--- src/rtl/ref_seq_pkg.sv ---
package ref_seq_pkg;

    typedef enum logic [2:0] {
        RS_IDLE,
        RS_DRAIN,
        RS_WAKE,
        RS_SRX,
        RS_PRECH,
        RS_ISSUE,
        RS_RUN
    } rs_state_e;

    typedef struct packed {
        rs_state_e state;
        logic      wake;
        logic      prech;
        logic      refresh;
    } rs_fsm_t;

endpackage

--- src/rtl/ref_interval_timer.sv ---
module ref_interval_timer #(
    parameter int INTERVAL_CYC = 7800,
    parameter int W            = $clog2(INTERVAL_CYC + 1)
) (
    input  logic clk_i,
    input  logic rst_ni,
    input  logic reload_i,
    output logic expired_o
);

    localparam logic [W-1:0] RELOAD_VAL = W'(INTERVAL_CYC - 1);

    logic [W-1:0] cnt_d, cnt_q;

    always_comb begin
        cnt_d = cnt_q;
        if (reload_i) begin
            cnt_d = RELOAD_VAL;
        end else if (cnt_q != '0) begin
            cnt_d = cnt_q - 1'b1;
        end
    end

    always_ff @(posedge clk_i) begin
        if (!rst_ni) begin
            cnt_q <= RELOAD_VAL;
        end else begin
            cnt_q <= cnt_d;
        end
    end

    assign expired_o = (cnt_q == '0);

endmodule

--- src/rtl/ref_delay_timer.sv ---
module ref_delay_timer #(
    parameter int W = 9
) (
    input  logic         clk_i,
    input  logic         rst_ni,
    input  logic         load_i,
    input  logic [W-1:0] load_val_i,
    output logic         done_o
);

    logic [W-1:0] cnt_d, cnt_q;

    always_comb begin
        cnt_d = cnt_q;
        if (load_i) begin
            cnt_d = load_val_i;
        end else if (cnt_q != '0) begin
            cnt_d = cnt_q - 1'b1;
        end
    end

    always_ff @(posedge clk_i) begin
        if (!rst_ni) begin
            cnt_q <= '0;
        end else begin
            cnt_q <= cnt_d;
        end
    end

    assign done_o = (cnt_q == '0);

endmodule

--- src/rtl/ref_seq_fsm.sv ---
module ref_seq_fsm
    import ref_seq_pkg::*;
#(
    parameter int PRECH_CYC = 14,
    parameter int RFC_CYC   = 280,
    parameter int OUT_W     = 6,
    parameter int DLY_W     = 9
) (
    input  logic             clk_i,
    input  logic             rst_ni,
    input  logic [OUT_W-1:0] outstanding_i,
    input  logic             banks_open_i,
    input  logic             powered_down_i,
    input  logic             sref_req_i,
    input  logic             sref_exit_done_i,
    input  logic             ivl_expired_i,
    input  logic             dly_done_i,
    output logic             ivl_reload_o,
    output logic             dly_load_o,
    output logic [DLY_W-1:0] dly_val_o,
    output logic             wake_o,
    output logic             prech_o,
    output logic             refresh_o,
    output logic             burst_ok_o
);

    localparam logic [DLY_W-1:0] PRECH_LOAD = DLY_W'(PRECH_CYC - 1);
    localparam logic [DLY_W-1:0] RFC_LOAD   = DLY_W'(RFC_CYC - 1);

    rs_fsm_t fsm_d, fsm_q;

    always_comb begin
        fsm_d         = fsm_q;
        fsm_d.wake    = 1'b0;
        fsm_d.prech   = 1'b0;
        fsm_d.refresh = 1'b0;
        ivl_reload_o  = 1'b0;
        dly_load_o    = 1'b0;
        dly_val_o     = '0;

        unique case (fsm_q.state)
            RS_IDLE: begin
                if (ivl_expired_i) begin
                    fsm_d.state = RS_DRAIN;
                end
            end
            RS_DRAIN: begin
                if (outstanding_i == '0) begin
                    fsm_d.state = RS_WAKE;
                    fsm_d.wake  = powered_down_i;
                end
            end
            RS_WAKE: begin
                if (!powered_down_i) begin
                    if (banks_open_i) begin
                        fsm_d.state = RS_PRECH;
                        fsm_d.prech = 1'b1;
                        dly_load_o  = 1'b1;
                        dly_val_o   = PRECH_LOAD;
                    end else begin
                        fsm_d.state   = RS_ISSUE;
                        fsm_d.refresh = 1'b1;
                        ivl_reload_o  = 1'b1;
                    end
                end
            end
            RS_PRECH: begin
                if (dly_done_i) begin
                    fsm_d.state   = RS_ISSUE;
                    fsm_d.refresh = 1'b1;
                    ivl_reload_o  = 1'b1;
                end
            end
            RS_ISSUE: begin
                fsm_d.state = RS_RUN;
                dly_load_o  = 1'b1;
                dly_val_o   = RFC_LOAD;
            end
            RS_RUN: begin
                if (dly_done_i) begin
                    fsm_d.state = sref_req_i ? RS_SRX : RS_IDLE;
                end
            end
            RS_SRX: begin
                if (sref_exit_done_i) begin
                    fsm_d.state = RS_DRAIN;
                end
            end
            default: begin
                fsm_d.state = RS_IDLE;
            end
        endcase
    end

    always_ff @(posedge clk_i) begin
        if (!rst_ni) begin
            fsm_q.state   <= RS_IDLE;
            fsm_q.wake    <= 1'b0;
            fsm_q.prech   <= 1'b0;
            fsm_q.refresh <= 1'b0;
        end else begin
            fsm_q <= fsm_d;
        end
    end

    assign wake_o     = fsm_q.wake;
    assign prech_o    = fsm_q.prech;
    assign refresh_o  = fsm_q.refresh;
    assign burst_ok_o = (fsm_q.state == RS_IDLE);

endmodule

--- src/rtl/dram_refresh_seq.sv ---
module dram_refresh_seq #(
    parameter int INTERVAL_CYC = 7800,
    parameter int PRECH_CYC    = 14,
    parameter int RFC_CYC      = 280,
    parameter int OUT_W        = 6
) (
    input  logic             clk_i,
    input  logic             rst_ni,
    input  logic [OUT_W-1:0] outstanding_i,
    input  logic             banks_open_i,
    input  logic             powered_down_i,
    input  logic             sref_req_i,
    input  logic             sref_exit_done_i,
    output logic             wake_o,
    output logic             prech_all_o,
    output logic             refresh_o,
    output logic             burst_ok_o
);

    localparam int DLY_MAX = (PRECH_CYC > RFC_CYC) ? PRECH_CYC : RFC_CYC;
    localparam int DLY_W   = $clog2(DLY_MAX + 1);
    localparam int IVL_W   = $clog2(INTERVAL_CYC + 1);

    logic             ivl_reload;
    logic             ivl_expired;
    logic             dly_load;
    logic [DLY_W-1:0] dly_val;
    logic             dly_done;

    ref_interval_timer #(
        .INTERVAL_CYC (INTERVAL_CYC),
        .W            (IVL_W)
    ) u_ivl (
        .clk_i     (clk_i),
        .rst_ni    (rst_ni),
        .reload_i  (ivl_reload),
        .expired_o (ivl_expired)
    );

    ref_delay_timer #(
        .W (DLY_W)
    ) u_dly (
        .clk_i      (clk_i),
        .rst_ni     (rst_ni),
        .load_i     (dly_load),
        .load_val_i (dly_val),
        .done_o     (dly_done)
    );

    ref_seq_fsm #(
        .PRECH_CYC (PRECH_CYC),
        .RFC_CYC   (RFC_CYC),
        .OUT_W     (OUT_W),
        .DLY_W     (DLY_W)
    ) u_fsm (
        .clk_i            (clk_i),
        .rst_ni           (rst_ni),
        .outstanding_i    (outstanding_i),
        .banks_open_i     (banks_open_i),
        .powered_down_i   (powered_down_i),
        .sref_req_i       (sref_req_i),
        .sref_exit_done_i (sref_exit_done_i),
        .ivl_expired_i    (ivl_expired),
        .dly_done_i       (dly_done),
        .ivl_reload_o     (ivl_reload),
        .dly_load_o       (dly_load),
        .dly_val_o        (dly_val),
        .wake_o           (wake_o),
        .prech_o          (prech_all_o),
        .refresh_o        (refresh_o),
        .burst_ok_o       (burst_ok_o)
    );

endmodule

--- config.mk ---
export PLATFORM = sky130hd
export DESIGN_NAME = dram_refresh_seq
export DESIGN_NICKNAME = d
export VERILOG_FILES = /design/src/rtl/ref_seq_pkg.sv /design/src/rtl/ref_interval_timer.sv /design/src/rtl/ref_delay_timer.sv /design/src/rtl/ref_seq_fsm.sv /design/src/rtl/dram_refresh_seq.sv
export SDC_FILE = /design/constraint.sdc
export NUM_CORES = 1
export LEC_CHECK = 0
export ABC_AREA = 1
export BUFFER_PORTS_ARGS = -buffer_cell sky130_fd_sc_hd__buf_2
export CORE_MARGIN = 2
export CORE_UTILIZATION = 56
export CTS_CLUSTER_DIAMETER = 200
export DETAILED_ROUTE_END_ITERATION = 6
export PLACE_DENSITY = 0.83
export SYNTH_ARGS = -nofsm -noshare
export SYNTH_HDL_FRONTEND = slang
export SYNTH_SLANG_ARGS = --single-unit
--- constraint.sdc ---
create_clock -name clk_i -period 1.8 [get_ports clk_i]
set_input_delay 0.54 -clock clk_i [delete_from_list [all_inputs] [get_ports clk_i]]
set_output_delay 0.54 -clock clk_i [all_outputs]
set_load 0.02 [all_outputs]
== Yosys cells after proc, flatten, opt, wreduce, memory -nomap -nowiden ==
Cells that the tools add are included.

* Output and inout bits: 4
* Flip-flop bits (word level): 28
* Bits of input ports: 12

* Muxes and demuxes: 23
* Equal/unequal tests: 12
* Bitwise logic cells: 2
* Reductions and logical operators: 11
* $add $sub $neg: 2

{| class="wikitable"
|+ Operators with widths
! kind !! number
|-
| 9-bit 2-to-1 mux || 3
|-
| 3-bit case mux with 7 select lines || 1
|-
| 9-bit case mux with 2 select lines || 1
|-
| 3-bit 2-to-1 mux || 5
|-
| 13-bit zero test || 1
|-
| 13-bit nonzero test || 1
|-
| 13-bit by 1-bit subtractor with 13-bit output, second input constant || 1
|-
| 3-bit == test, second input constant || 3
|-
| 9-bit zero test || 1
|-
| 9-bit nonzero test || 1
|-
| 9-bit by 1-bit subtractor with 9-bit output, second input constant || 1
|-
| 4-bit 2-to-1 mux || 2
|-
| 2-bit inequality test, second input constant || 4
|-
| 1-bit 2-to-1 mux || 7
|-
| 3-bit by 2-bit == test with 1-bit output, second input constant || 2
|-
| 6-bit zero test || 1
|-
| 1-bit case mux with 2 select lines || 3
|-
| 6-bit AND reduction || 1
|-
| 2-bit by 1-bit inequality test with 1-bit output, second input constant || 2
|-
| 3-bit by 1-bit == test with 1-bit output, second input constant || 1
|-
| 3-bit zero test || 1
|-
| 3-bit AND reduction || 1
|-
| 3-bit OR reduction || 1
|-
| 2-bit 2-to-1 mux || 1
|-
| 3 further kinds || 4
|}

== Depth between registers and ports, before layout ==
Gate-level depths: netlist of run 1.

* Word-level depth: 4
* Mapped depth: 11
* Mapped depth without buffers: 11

== Modules after synthesis ==
A second synthesis of run 1 with hierarchy kept.

* Cell total of the unflattened synthesis: 264
* Area total of the unflattened synthesis: 1796.7 µm²

{| class="wikitable"
|+ By module, submodules not included
! module !! cells each !! area each (µm²) !! times used !! seq. area each (µm²)
|-
| ref_interval_timer || 105 || 748.2 || 1 || 260.2
|-
| ref_delay_timer || 87 || 576.8 || 1 || 180.2
|-
| ref_seq_fsm || 72 || 471.7 || 1 || 120.1
|}

== Worst setup path after synthesis of run 1 ==
OpenSTA, ideal clock, no wires.

* Path type: register to register
* Start: register u_dly.cnt_q[0]
* End: register u_ivl.cnt_q[12]
* Arrival: 1.304 ns
* Library setup time: 0.122 ns
* Stages on the path, launching flop included: 12
* Setup slack: 0.374 ns
* Buffers on the path: 1
* Path through: dfxtp_1 > inv_1 > ha_1 > nand2_2 > nor2_2 > nand2_2 > inv_1 > nand2_1 > nand2_1 > nor2_2 > buf_6 > o21ai_0

* Word-level cells in the longest chain between the ends: 4

{| class="wikitable"
|+ Ends and longest elaborated chain
! what !! line !! RTL
|-
| start, declared || ref_delay_timer.sv:11 || <nowiki>logic [W-1:0] cnt_d, cnt_q;</nowiki>
|-
| start signal, assigned || ref_delay_timer.sv:26 || <nowiki>cnt_q <= cnt_d;</nowiki>
|-
| 9-bit zero test || ref_delay_timer.sv:30 || <nowiki>assign done_o = (cnt_q == '0);</nowiki>
|-
| 1-bit 2-to-1 mux || ref_seq_fsm.sv:68 || <nowiki>if (dly_done_i) begin</nowiki>
|-
| 1-bit case mux with 2 select lines || ref_seq_fsm.sv:41 || <nowiki>unique case (fsm_q.state)</nowiki>
|-
| 2-bit OR reduction (no line) || - ||
|-
| end signal, assigned || ref_interval_timer.sv:28 || <nowiki>cnt_q <= cnt_d;</nowiki>
|-
| end, declared || ref_interval_timer.sv:13 || <nowiki>logic [W-1:0] cnt_d, cnt_q;</nowiki>
|}

Every way passes these cells.
A chain may end at the register's enable or synchronous reset.

== Worst setup path after layout of run 1 ==
* Start: register u_fsm.fsm_q[4] (netlist name)
* End: output port burst_ok_o

* Word-level cells in the longest chain between the ends: 1

{| class="wikitable"
|+ Ends and longest elaborated chain
! what !! line !! RTL
|-
| start, declared || ref_seq_fsm.sv:30 || <nowiki>rs_fsm_t fsm_d, fsm_q;</nowiki>
|-
| start signal, assigned || ref_seq_fsm.sv:102 || <nowiki>fsm_q <= fsm_d;</nowiki>
|-
| 3-bit zero test || ref_seq_fsm.sv:109 || <nowiki>assign burst_ok_o = (fsm_q.state == RS_IDLE);</nowiki>
|-
| end, declared || dram_refresh_seq.sv:17 || <nowiki>output logic burst_ok_o</nowiki>
|}

Every way passes these cells.

==> results_dict.tcl, run 1 <==
set metrics [dict create \
    htree_levels 1 \
    max_stage_delay_ns 0.37 \
    most_frequent_standard_cell_in_the_layout_excluding_fill_and_tap_cells "sky130_fd_sc_hd__nand2_1" \
    routed_via_density 5.09 \
    unique_masters_post_synth 23 \
    worst_hold_path_type "in2reg" \
    cpMaxStageDelayCell "sky130_fd_sc_hd__dfxtp_2" \
    timing.final.max_slew_violations 0 \
    ff2ff_path_depth 12 \
    number_of_antenna_violations_at_the_first_check_in_global_routing 0 \
    finalSetupTns_ns 0 \
    wire_length_per_cell_after_detailed_routing_um 11.0 \
    clock_tree_from_tritoncts "built" \
    finalClockSkew_ns 0.00595 \
    critical_path_depth 4 \
    cp_top_family "flip-flops" \
    wl_um 2920 \
    dr.first_iter.drc_count 60 \
    gp_congestion 0.861 \
    cp-end-kind "output pin" \
    die_w_um 55.6 \
    worst_pin_slew_ns 0.292 \
    grt_max_degree 17 \
    detailed_place_hpwl_um 2160 \
    cts-hold-fix-buffers 0 \
    ir_drop_v 0.00125 \
    fp-row-count 18 \
    detailedPlace.worstSlack_ns 0.220 \
    timing.final.crit_period_ns 1.73 \
    outcome "finished, final reports clean" \
    synth.avg_cell_area_um2 6.99 \
    timing_hold_violations_final 0 \
    grt_util_all_layers_pct 19.8 \
    tritoncts.num_buffers 3 \
    mostFrequentLayoutCells "sky130_fd_sc_hd__nand2_1, sky130_fd_sc_hd__nor2_1, sky130_fd_sc_hd__dfxtp_1" \
    worst-r2r-setup-slack_ns 0.14 \
    worst-endpoint-required_ns 1.26 \
    fin_ws_ns 0.0708 \
    grt_overflow 0 \
    die_area_mm2 0.00309 \
    cts_sink_cnt 28 \
    rsz0062_at_grt "no" \
    finish.instance_area_mm2 0.00168 \
    post_dp_cell_area_mm2 0.00161 \
    number_of_standard_cells_after_synthesis 213 \
    max_clock_freq_ghz 0.578 \
    core_area_mm2 0.00250 \
    routed-via-count 1348 \
    critical_path.max_fanout 5 \
    finish_stage_setup_viols 0 \
    cp_data_arrival_time_ns 1.19 \
    initial_utilization_pct 59.6 \
    cts_buffer_depth 2 \
    worstSkewPairLatency_ns 0.33 \
    power.density_cell_area_mw_per_mm2 1410 \
    placed_cells_incl_taps 260 \
    diodes 0 \
    finalHoldWorstSlack_ns 0.459 \
    r2r_start "u_dly.cnt_q[0]" \
    instances_no_fill 265 \
    cts-root-buf "sky130_fd_sc_hd__clkbuf_4" \
    hold_start "rst_ni" \
    ys_warn_count 0 \
    clk_transition_reported_paths_ns 0.14 \
    timing.rr.end "u_ivl.cnt_q[3]" \
    floorplan.die.height_um 55.6 \
    postSynthRegisterBits 28 \
    synth.net_count 228 \
    synthDominantCellAreaShare_pct 37.6 \
    critical_path_buf_inv_count 2 \
    final_net_count 251 \
    drive_above_1_share_pct 17.4 \
    global_route_wire_length_before_repair_um 5020 \
    num_io_pins 16 \
    p_leak_nw 0.809 \
    crit_start_category "register" \
    synth-seq-area-share_pct 37.6 \
    number_of_global_route_vias_before_repair 1271 \
    path_class "reg2out" \
    detail_route.drc_violations 0 \
    min_period_over_period_pct 96.1 \
    critical_path.endpoint "burst_ok_o" \
    worst_slew_margin_rel_pct 80.5 \
    synth.cell_area_mm2 0.00149 \
    worstPathCellList "inv_2, nand2_1, nor2_2, buf_4" \
    crit_start "u_fsm.fsm_q[4]" \
    maxCapViolCount 0 \
    netlist_top_cells_area "sky130_fd_sc_hd__dfxtp_1, sky130_fd_sc_hd__nand2_1, sky130_fd_sc_hd__nor2_1" \
    drt_pre_antenna_iters 5 \
    port_buffers 15 \
    area_added_between_synthesis_and_finish_pct 13.0 \
    synth_top_area_cell "sky130_fd_sc_hd__dfxtp_1" \
    route.antenna.remaining_nets 0 \
]
==> worst min-delay path, cell delays in order <==
cell and delay [ns]:
sky130_fd_sc_hd__buf_2 0.13, sky130_fd_sc_hd__nand2_1 0.07, sky130_fd_sc_hd__nor2_1 0.03
==> where the power goes <==
group	internal, mW	switching (mW)	leakage [nW]
Combinational	0.448	0.647	0.551
Sequential	0.755	0.111	0.230
Clock	0.225	0.187	0.0279
Total	1.43	0.945	0.809
==> through the flow <==
stage | util [%] | power (mW)
2_1_floorplan | - | 1.72
3_3_place_gp | 64.5 | 1.91
3_5_place_dp | 64.5 | 1.92
4_1_cts | 66.7 | 2.34
5_1_grt | 67.3 | 2.58
6_report | 67.3 | 2.37
==> logic make-up after synthesis <==
group | Yosys count | synth area share, %
adders and majority gates | 3 | 2.52
DFF | 28 | 37.6
xor gates and xnor gates | 18 | 10.6
and+or+nand+nor | 126 | 37.2
buffers and inverters | 25 | 7.31
AOI/OAI and AO/OA | 13 | 4.71
==> state kept, by name, indices dropped and copies added, names as in the netlist <==
signal,cells
u_fsm.wake_o,1
u_ivl.cnt_q,13
u_fsm.refresh_o,1
u_dly.cnt_q,9
u_fsm.fsm_q,3
u_fsm.prech_o,1
==> timing repair <==
action,4_1_cts,5_1_grt
endpoints found under the setup margin,1,1
buffers inserted,0,1
resized for setup,1,4
gates cloned,0,0
pin swaps,0,0
==> cells in the mapped netlist <==
master,n
sky130_fd_sc_hd__nand2_1,49
sky130_fd_sc_hd__nor2_1,42
sky130_fd_sc_hd__dfxtp_1,28
sky130_fd_sc_hd__inv_1,21
sky130_fd_sc_hd__nand3_1,12
sky130_fd_sc_hd__xnor2_1,10
sky130_fd_sc_hd__xor2_1,8
sky130_fd_sc_hd__o21ai_0,7
sky130_fd_sc_hd__nor3_1,6
sky130_fd_sc_hd__a21oi_1,4
sky130_fd_sc_hd__nand2_2,4
sky130_fd_sc_hd__nand4_1,4
sky130_fd_sc_hd__nor2_2,4
sky130_fd_sc_hd__ha_1,3
sky130_fd_sc_hd__a211oi_1,2
sky130_fd_sc_hd__buf_6,2
sky130_fd_sc_hd__clkbuf_1,1
sky130_fd_sc_hd__inv_2,1
sky130_fd_sc_hd__nand3_2,1
sky130_fd_sc_hd__nand3b_1,1
sky130_fd_sc_hd__nand4_2,1
sky130_fd_sc_hd__nor2_4,1
sky130_fd_sc_hd__or2_2,1
==> worst min path at each step <==
| stage | endpoint | slack (ns) | cells after the start |
|---|---|---|---|
| 2_1_floorplan | u_ivl.cnt_q[0] | 0.44 | 2 |
| 5_1_grt | u_fsm.fsm_q[3] | 0.46 | 3 |
| 3_5_place_dp | u_ivl.cnt_q[0] | 0.46 | 2 |
| 6_report | u_fsm.fsm_q[3] | 0.46 | 3 |
| 4_1_cts | u_fsm.fsm_q[3] | 0.46 | 3 |
| 3_3_place_gp | u_dly.cnt_q[1] | 0.47 | 2 |
==> layout make-up <==
cell class,instances,area (µm²)
Multi-Input combinational cell,160,822
Fill cell,215,817
Sequential cell,28,566
Timing Repair Buffer,21,123
Inverter,22,82.6
Tap cell,30,37.5
Clock inverter,1,30.0
Clock buffer,3,22.5
==> routing by layer <==
layer  global-route usage (%)  vias to the layer above  part of all wire (%)
li1                         -                      710                     -
met1                     25.5                      602                    46
met3                     2.11                        5                   3.4
met4                     6.27                        0                   1.4
met2                     34.5                       31                    49
met5                        0                        -                     0
Note: power is estimated with default switching activity, not from simulation.
==> run 2, diff against run 1 <==
--- a/config.mk
+++ b/config.mk
@@ -5,13 +5,14 @@
 export SDC_FILE = /design/constraint.sdc
 export NUM_CORES = 1
 export LEC_CHECK = 0
-export ABC_AREA = 1
+export ABC_CLOCK_PERIOD_IN_PS = 1800
 export BUFFER_PORTS_ARGS = -buffer_cell sky130_fd_sc_hd__buf_2
 export CORE_MARGIN = 2
 export CORE_UTILIZATION = 56
 export CTS_CLUSTER_DIAMETER = 200
 export DETAILED_ROUTE_END_ITERATION = 6
 export PLACE_DENSITY = 0.83
+export REMOVE_ABC_BUFFERS = 1
 export SYNTH_ARGS = -nofsm -noshare
 export SYNTH_HDL_FRONTEND = slang
 export SYNTH_SLANG_ARGS = --single-unit
==> results_dict.tcl, run 2 <==
set metrics [dict create \
    number_of_standard_cells_after_synthesis 172 \
    drt_pre_antenna_iters 5 \
    gp_congestion 0.855 \
    finish_stage_setup_viols 14 \
    timing.rr.end "u_fsm.fsm_q[4]" \
    outcome "finished, violations left" \
    asyncSetResetFlopFracSynth_pct 0 \
    largest_register_ffs 13 \
    yosys-mux-area-fraction_pct 2.06 \
    regMostFlops "u_ivl.cnt_q" \
    num_io_pins 16 \
    critical_path_buf_inv_count 1 \
    grt_max_degree 17 \
    cts-root-buf "sky130_fd_sc_hd__clkbuf_4" \
    core_area_mm2 0.00248 \
    critical_path.endpoint "u_fsm.fsm_q[4]" \
    wire_length_per_cell_after_detailed_routing_um 15.9 \
    unique_masters_post_synth 43 \
    cp-end-kind "register" \
    path_class "reg2reg" \
    htree_levels 1 \
    clock_tree_from_tritoncts "built" \
    grt_util_all_layers_pct 29.8 \
    tritoncts.num_buffers 3 \
    max_clock_freq_ghz 0.492 \
    worst_pin_slew_ns 0.416 \
    synth_common_cells "sky130_fd_sc_hd__dfxtp_1, sky130_fd_sc_hd__nand2_1, sky130_fd_sc_hd__nor2_1, sky130_fd_sc_hd__nor3_1" \
    number_of_antenna_violations_at_the_first_check_in_global_routing 0 \
    pwr-share-comb_pct 55.1 \
    clock_power_share_pct 15.5 \
    crit_start_category "register" \
    synth.cell_area_mm2 0.00146 \
    post_synthesis_adder_cell_area_fraction_pct 2.58 \
    seqPwrFrac_pct 29.3 \
    min_period_over_period_pct 113 \
    worstPathCellList "inv_2, ha_4, or4b_4, or3_4, a2bb2oi_4, and2_4, a311oi_2" \
    critical_path_depth 7 \
    wl_um 4160 \
    cp_data_arrival_time_ns 2.26 \
    cpMaxStageDelayCell "sky130_fd_sc_hd__or4b_4" \
    mostFrequentLayoutCells "sky130_fd_sc_hd__buf_4, sky130_fd_sc_hd__nand2_1, sky130_fd_sc_hd__dfxtp_1" \
    grt_overflow 0 \
    area_added_between_synthesis_and_finish_pct 44.2 \
    die_area_mm2 0.00302 \
    power.internal_mw 1.74 \
    routed-via-count 1524 \
    hold_start "outstanding_i[5]" \
    timing.final.max_slew_violations 0 \
    finalSetupTns_ns -2.22 \
    synth-xor-area-share_pct 8.42 \
    routed_via_density 5.82 \
    synth_area_in_compound_gates_pct 12.0 \
    route.antenna.remaining_nets 0 \
    synth-main-ff-cell "sky130_fd_sc_hd__dfxtp_1" \
    worstSkewPairLatency_ns 0.34 \
    wl_met2_um 2220 \
    critical_path.max_fanout 5 \
    multi_input_comb_area_um2 973 \
    p_leak_nw 0.884 \
    drive_above_1_share_pct 41.8 \
    worst_hold_path_type "in2reg" \
    synth-seq-area-share_pct 38.5 \
    cts_buffer_depth 2 \
    ir_drop_v 0.00109 \
    synth_top_family_by_area "simple AND/OR/NAND/NOR gates" \
    cts_sink_cnt 28 \
    ff2ff_path_depth 7 \
    clk_transition_reported_paths_ns 0.16 \
    synth_most_common_cell "sky130_fd_sc_hd__dfxtp_1" \
    num-fill-cells 136 \
    global_route_wire_length_before_repair_um 6450 \
    yosys.area_share.simple_pct 32.3 \
    biggestRegsByFlops "u_ivl.cnt_q (13), u_dly.cnt_q (9), u_fsm.fsm_q (3)" \
    r2r_start "u_ivl.cnt_q[0]" \
    power.density_cell_area_mw_per_mm2 1300 \
    switchingPower_mw 0.993 \
    fin_ws_ns -0.233 \
    timing_hold_violations_final 0 \
    floorplan.die.height_um 55.0 \
    postSynthRegisterBits 28 \
    detail_route.drc_violations 0 \
    synth-edff-count 0 \
    fp-row-count 18 \
    sw_frac_of_total_pct 36.4 \
    final_core_density_pct 84.7 \
    synth_top_area_cell "sky130_fd_sc_hd__dfxtp_1" \
    initial_utilization_pct 58.8 \
    most_frequent_standard_cell_in_the_layout_excluding_fill_and_tap_cells "sky130_fd_sc_hd__buf_4" \
    highest_layer "met4" \
    port_buffers 15 \
    max_stage_delay_ns 0.48 \
    route.layer.met1.wl_um 1650 \
    die_w_um 55.0 \
    area_occupied_by_registers_um2 567 \
    diodes 0 \
    synth.avg_cell_area_um2 8.47 \
    worst-endpoint-required_ns 2.03 \
    cts-hold-fix-buffers 0 \
    timing.final.crit_period_ns 2.03 \
    dr.first_iter.drc_count 45 \
    maxCapViolCount 0 \
    number_of_global_route_vias_before_repair 1534 \
    final_net_count 248 \
    worst-r2r-setup-slack_ns -0.23 \
    detailed_place_hpwl_um 2690 \
    cp_top_family "simple AND/OR/NAND/NOR gates" \
    crit_start "u_ivl.cnt_q[0]" \
    failed_checks "negative setup slack" \
    worst_slew_margin_rel_pct 72.2 \
    rsz0062_at_grt "yes" \
    netlist_top_cells_area "sky130_fd_sc_hd__dfxtp_1, sky130_fd_sc_hd__nand2_1, sky130_fd_sc_hd__xnor2_1" \
    synthDominantCellAreaShare_pct 38.5 \
    ys_warn_count 0 \
    met3_wirelength_um 168 \
    finalClockSkew_ns 0.0103 \
]
[run 2: logic make-up (layout without fill, tap and decap cells)]
group                      count (synthesis)  in the layout
and+or+nand+nor                           87             88
DFF                                       28             28
AOI/OAI and AO/OA                         24             24
xor gates and xnor gates                  14             14
buffers and inverters                     13             72
adders and majority gates                  3              3
muxes                                      3              3
[run 2: worst min-delay path by stage]
stage	endpoint	slack (ns)	cells past startpoint
floorplan	u_dly.cnt_q[8]	0.45	2
global placement	u_dly.cnt_q[8]	0.46	2
detailed placement	u_dly.cnt_q[8]	0.47	2
CTS	u_fsm.wake_o	0.49	3
global route	u_fsm.wake_o	0.49	3
finish	u_fsm.wake_o	0.48	3
[run 2: cell type report]
type | count | area share (%)
Clock inverter | 1 | 1.43
Clock buffer | 3 | 1.07
Multi-Input combinational cell | 132 | 46.4
Inverter | 7 | 1.25
Sequential cell | 28 | 27.0
Tap cell | 30 | 1.79
Timing Repair Buffer | 61 | 21.1
[run 2: power groups by stage]
stage                     registers [mW]  clock network (mW)  logic [mW]
after floorplan                    0.836                   0       0.725
after global placement             0.797                   0        1.22
after detailed placement           0.803                   0        1.27
after CTS                          0.799               0.418        1.37
after global routing               0.809               0.435        1.63
final                              0.801               0.423        1.50
[run 2: metal layers]
metal	track usage (%)	vias to the layer above
met5	0	-
met4	11.8	0
met3	6.72	14
met2	58.3	48
met1	29.9	736
li1	-	726
[run 2: what timing repair did]
item	4_1_cts	5_1_grt
gates resized for setup	24	13
cloned	1	0
pin swaps	14	1
hold endpoints to repair	0	0
setup buffers	2	1
endpoints found under the setup margin	19	21
[run 2: tightest hold or removal path: stages]
cell and delay [ns]:
sky130_fd_sc_hd__buf_2 0.09, sky130_fd_sc_hd__or4b_4 0.12, sky130_fd_sc_hd__nor3_1 0.04
[run 2: metrics by stage]
step / std cells / setup WS (ns) / hold WS (ns) / cell area [µm²] / power, mW
final: 262 / -0.233 / 0.483 / 2100 / 2.73
after global routing: 262 / -0.296 / 0.489 / 2100 / 2.87
after CTS: 261 / -0.194 / 0.495 / 2030 / 2.58
after detailed placement: 254 / -0.404 / 0.473 / 1870 / 2.07
after global placement: 254 / -0.328 / 0.459 / 1870 / 2.01
after floorplan: 166 / -0.219 / 0.448 / 1420 / 1.56
==> run 3, diff against run 2 <==
--- a/config.mk
+++ b/config.mk
@@ -5,6 +5,7 @@
 export SDC_FILE = /design/constraint.sdc
 export NUM_CORES = 1
 export LEC_CHECK = 0
+export ABC_AREA = 1
 export ABC_CLOCK_PERIOD_IN_PS = 1800
 export BUFFER_PORTS_ARGS = -buffer_cell sky130_fd_sc_hd__buf_2
 export CORE_MARGIN = 2
==> results_dict.tcl, run 3 (same netlist as run 1, synthesis figures left out) <==
set metrics [dict create \
    outcome "finished, final reports clean" \
    dr.first_iter.drc_count 47 \
    cts_buffer_depth 2 \
    routed_via_density 5.00 \
    die_w_um 55.6 \
    finish.instance_area_mm2 0.00167 \
    timing.final.crit_period_ns 1.75 \
    final_net_count 249 \
    cp-end-kind "output pin" \
    path_class "reg2out" \
    grt_max_degree 17 \
    initial_utilization_pct 59.6 \
    cts-hold-fix-buffers 0 \
    htree_levels 1 \
    worstSkewPairLatency_ns 0.32 \
    drt_pre_antenna_iters 4 \
    global_route.usage.met2_pct 32.1 \
    die_area_mm2 0.00309 \
    worst_pin_slew_ns 0.266 \
    met3_resource_use_gr_pct 1.41 \
    grt.busiest_layer "met2" \
    drive_above_1_share_pct 16.3 \
    route.antenna.remaining_nets 0 \
    final_core_density_pct 66.8 \
    p_leak_nw 0.799 \
    multi_input_comb_area_um2 833 \
    grt_overflow 0 \
    diodes 0 \
    worst-endpoint-required_ns 1.26 \
    regMostFlops "u_ivl.cnt_q" \
    finalSetupTns_ns 0 \
    mostFrequentLayoutCells "sky130_fd_sc_hd__nand2_1, sky130_fd_sc_hd__nor2_1, sky130_fd_sc_hd__dfxtp_1" \
    finalClockSkew_ns 0.0101 \
    number_of_antenna_violations_at_the_first_check_in_global_routing 0 \
    gp_congestion 0.884 \
    worst_slew_margin_rel_pct 82.2 \
    wire_length_per_cell_after_detailed_routing_um 10.8 \
    finalHoldWorstSlack_ns 0.480 \
    min_period_over_period_pct 97.4 \
    area_occupied_by_registers_um2 564 \
    timing.final.max_slew_violations 0 \
    cp_data_arrival_time_ns 1.21 \
    detailed_place_hpwl_um 2160 \
    num_io_pins 16 \
    maxCapViolCount 0 \
    tritoncts.num_buffers 3 \
    fp-row-count 18 \
    critical_path.max_fanout 5 \
    worst_hold_path_type "in2reg" \
    grt_util_all_layers_pct 19.1 \
    routed-via-count 1315 \
    detail_route.drc_violations 0 \
    cts_sink_cnt 28 \
    max_clock_freq_ghz 0.570 \
    clock_tree_from_tritoncts "built" \
    cts-root-buf "sky130_fd_sc_hd__clkbuf_4" \
    area_added_between_synthesis_and_finish_pct 12.2 \
    timing_hold_violations_final 0 \
    number_of_global_route_vias_before_repair 1199 \
    finish_stage_setup_viols 0 \
    rsz0062_at_grt "no" \
    crit_start_category "register" \
    biggestRegsByFlops "u_ivl.cnt_q (13), u_dly.cnt_q (9), u_fsm.fsm_q (3)" \
    wl_um 2850 \
    power.density_cell_area_mw_per_mm2 1400 \
    core_area_mm2 0.00250 \
    largest_register_ffs 13 \
    port_buffers 15 \
    grt_use_met1_pct 25.4 \
    ir_drop_v 0.00101 \
    num-fill-cells 228 \
    post_dp_cell_area_mm2 0.00160 \
    floorplan.die.height_um 55.6 \
    global_route_wire_length_before_repair_um 4840 \
    clk_transition_reported_paths_ns 0.14 \
    most_frequent_standard_cell_in_the_layout_excluding_fill_and_tap_cells "sky130_fd_sc_hd__nand2_1" \
    post-layout-total-power_mw 2.34 \
]
[run 3: metrics by stage]
stage	std cells	setup WS (ns)
2_1_floorplan	210	0.305
3_3_place_gp	258	0.153
3_5_place_dp	258	0.0735
4_1_cts	262	0.00350
5_1_grt	263	0.0114
6_report	263	0.0464
[run 3: power breakdown]
part | switching (mW) | total, mW | internal [mW] | leakage [nW]
registers | 0.128 | 0.881 | 0.753 | 0.230
logic | 0.622 | 1.05 | 0.431 | 0.542
clock network | 0.178 | 0.403 | 0.225 | 0.0279
total | 0.928 | 2.34 | 1.41 | 0.799
[run 3: final timing paths]
kind / end / depth (start not counted) / slack [ns] / start
worst max-delay path: burst_ok_o / 4 / 0.05 / u_fsm.fsm_q[4]
worst min-delay path: u_fsm.fsm_q[3] / 3 / 0.48 / rst_ni
worst max register to register: u_ivl.cnt_q[3] / 11 / 0.19 / u_dly.cnt_q[0]
worst min register to register: u_dly.cnt_q[1] / 2 / 0.49 / u_dly.cnt_q[1]
[run 3: repair_timing]
item | CTS | global route
resized for setup | 1 | 4
gates cloned | 0 | 1
buffers inserted | 0 | 0
endpoints found under the setup margin | 1 | 14
pin swaps | 0 | 1
[run 3: per-layer routing]
metal	wire [µm]	up-vias
li1	-	711
met1	1320	574
met2	1400	28
met3	110	2
met4	17	0
met5	0	-
[run 3: layout make-up]
| cell class | count | share of cell area, % |
|---|---|---|
| Multi-Input combinational cell | 161 | 49.9 |
| Sequential cell | 28 | 33.8 |
| Timing Repair Buffer | 18 | 5.99 |
| Inverter | 22 | 4.94 |
| Tap cell | 30 | 2.25 |
| Clock inverter | 1 | 1.80 |
| Clock buffer | 3 | 1.35 |
[run 3: critical path, stage by stage (launching register included)]
cell                      delay, ns
sky130_fd_sc_hd__dfxtp_1       0.38
sky130_fd_sc_hd__inv_2         0.12
sky130_fd_sc_hd__nand2_1       0.13
sky130_fd_sc_hd__nor2_2        0.12
sky130_fd_sc_hd__buf_4         0.15
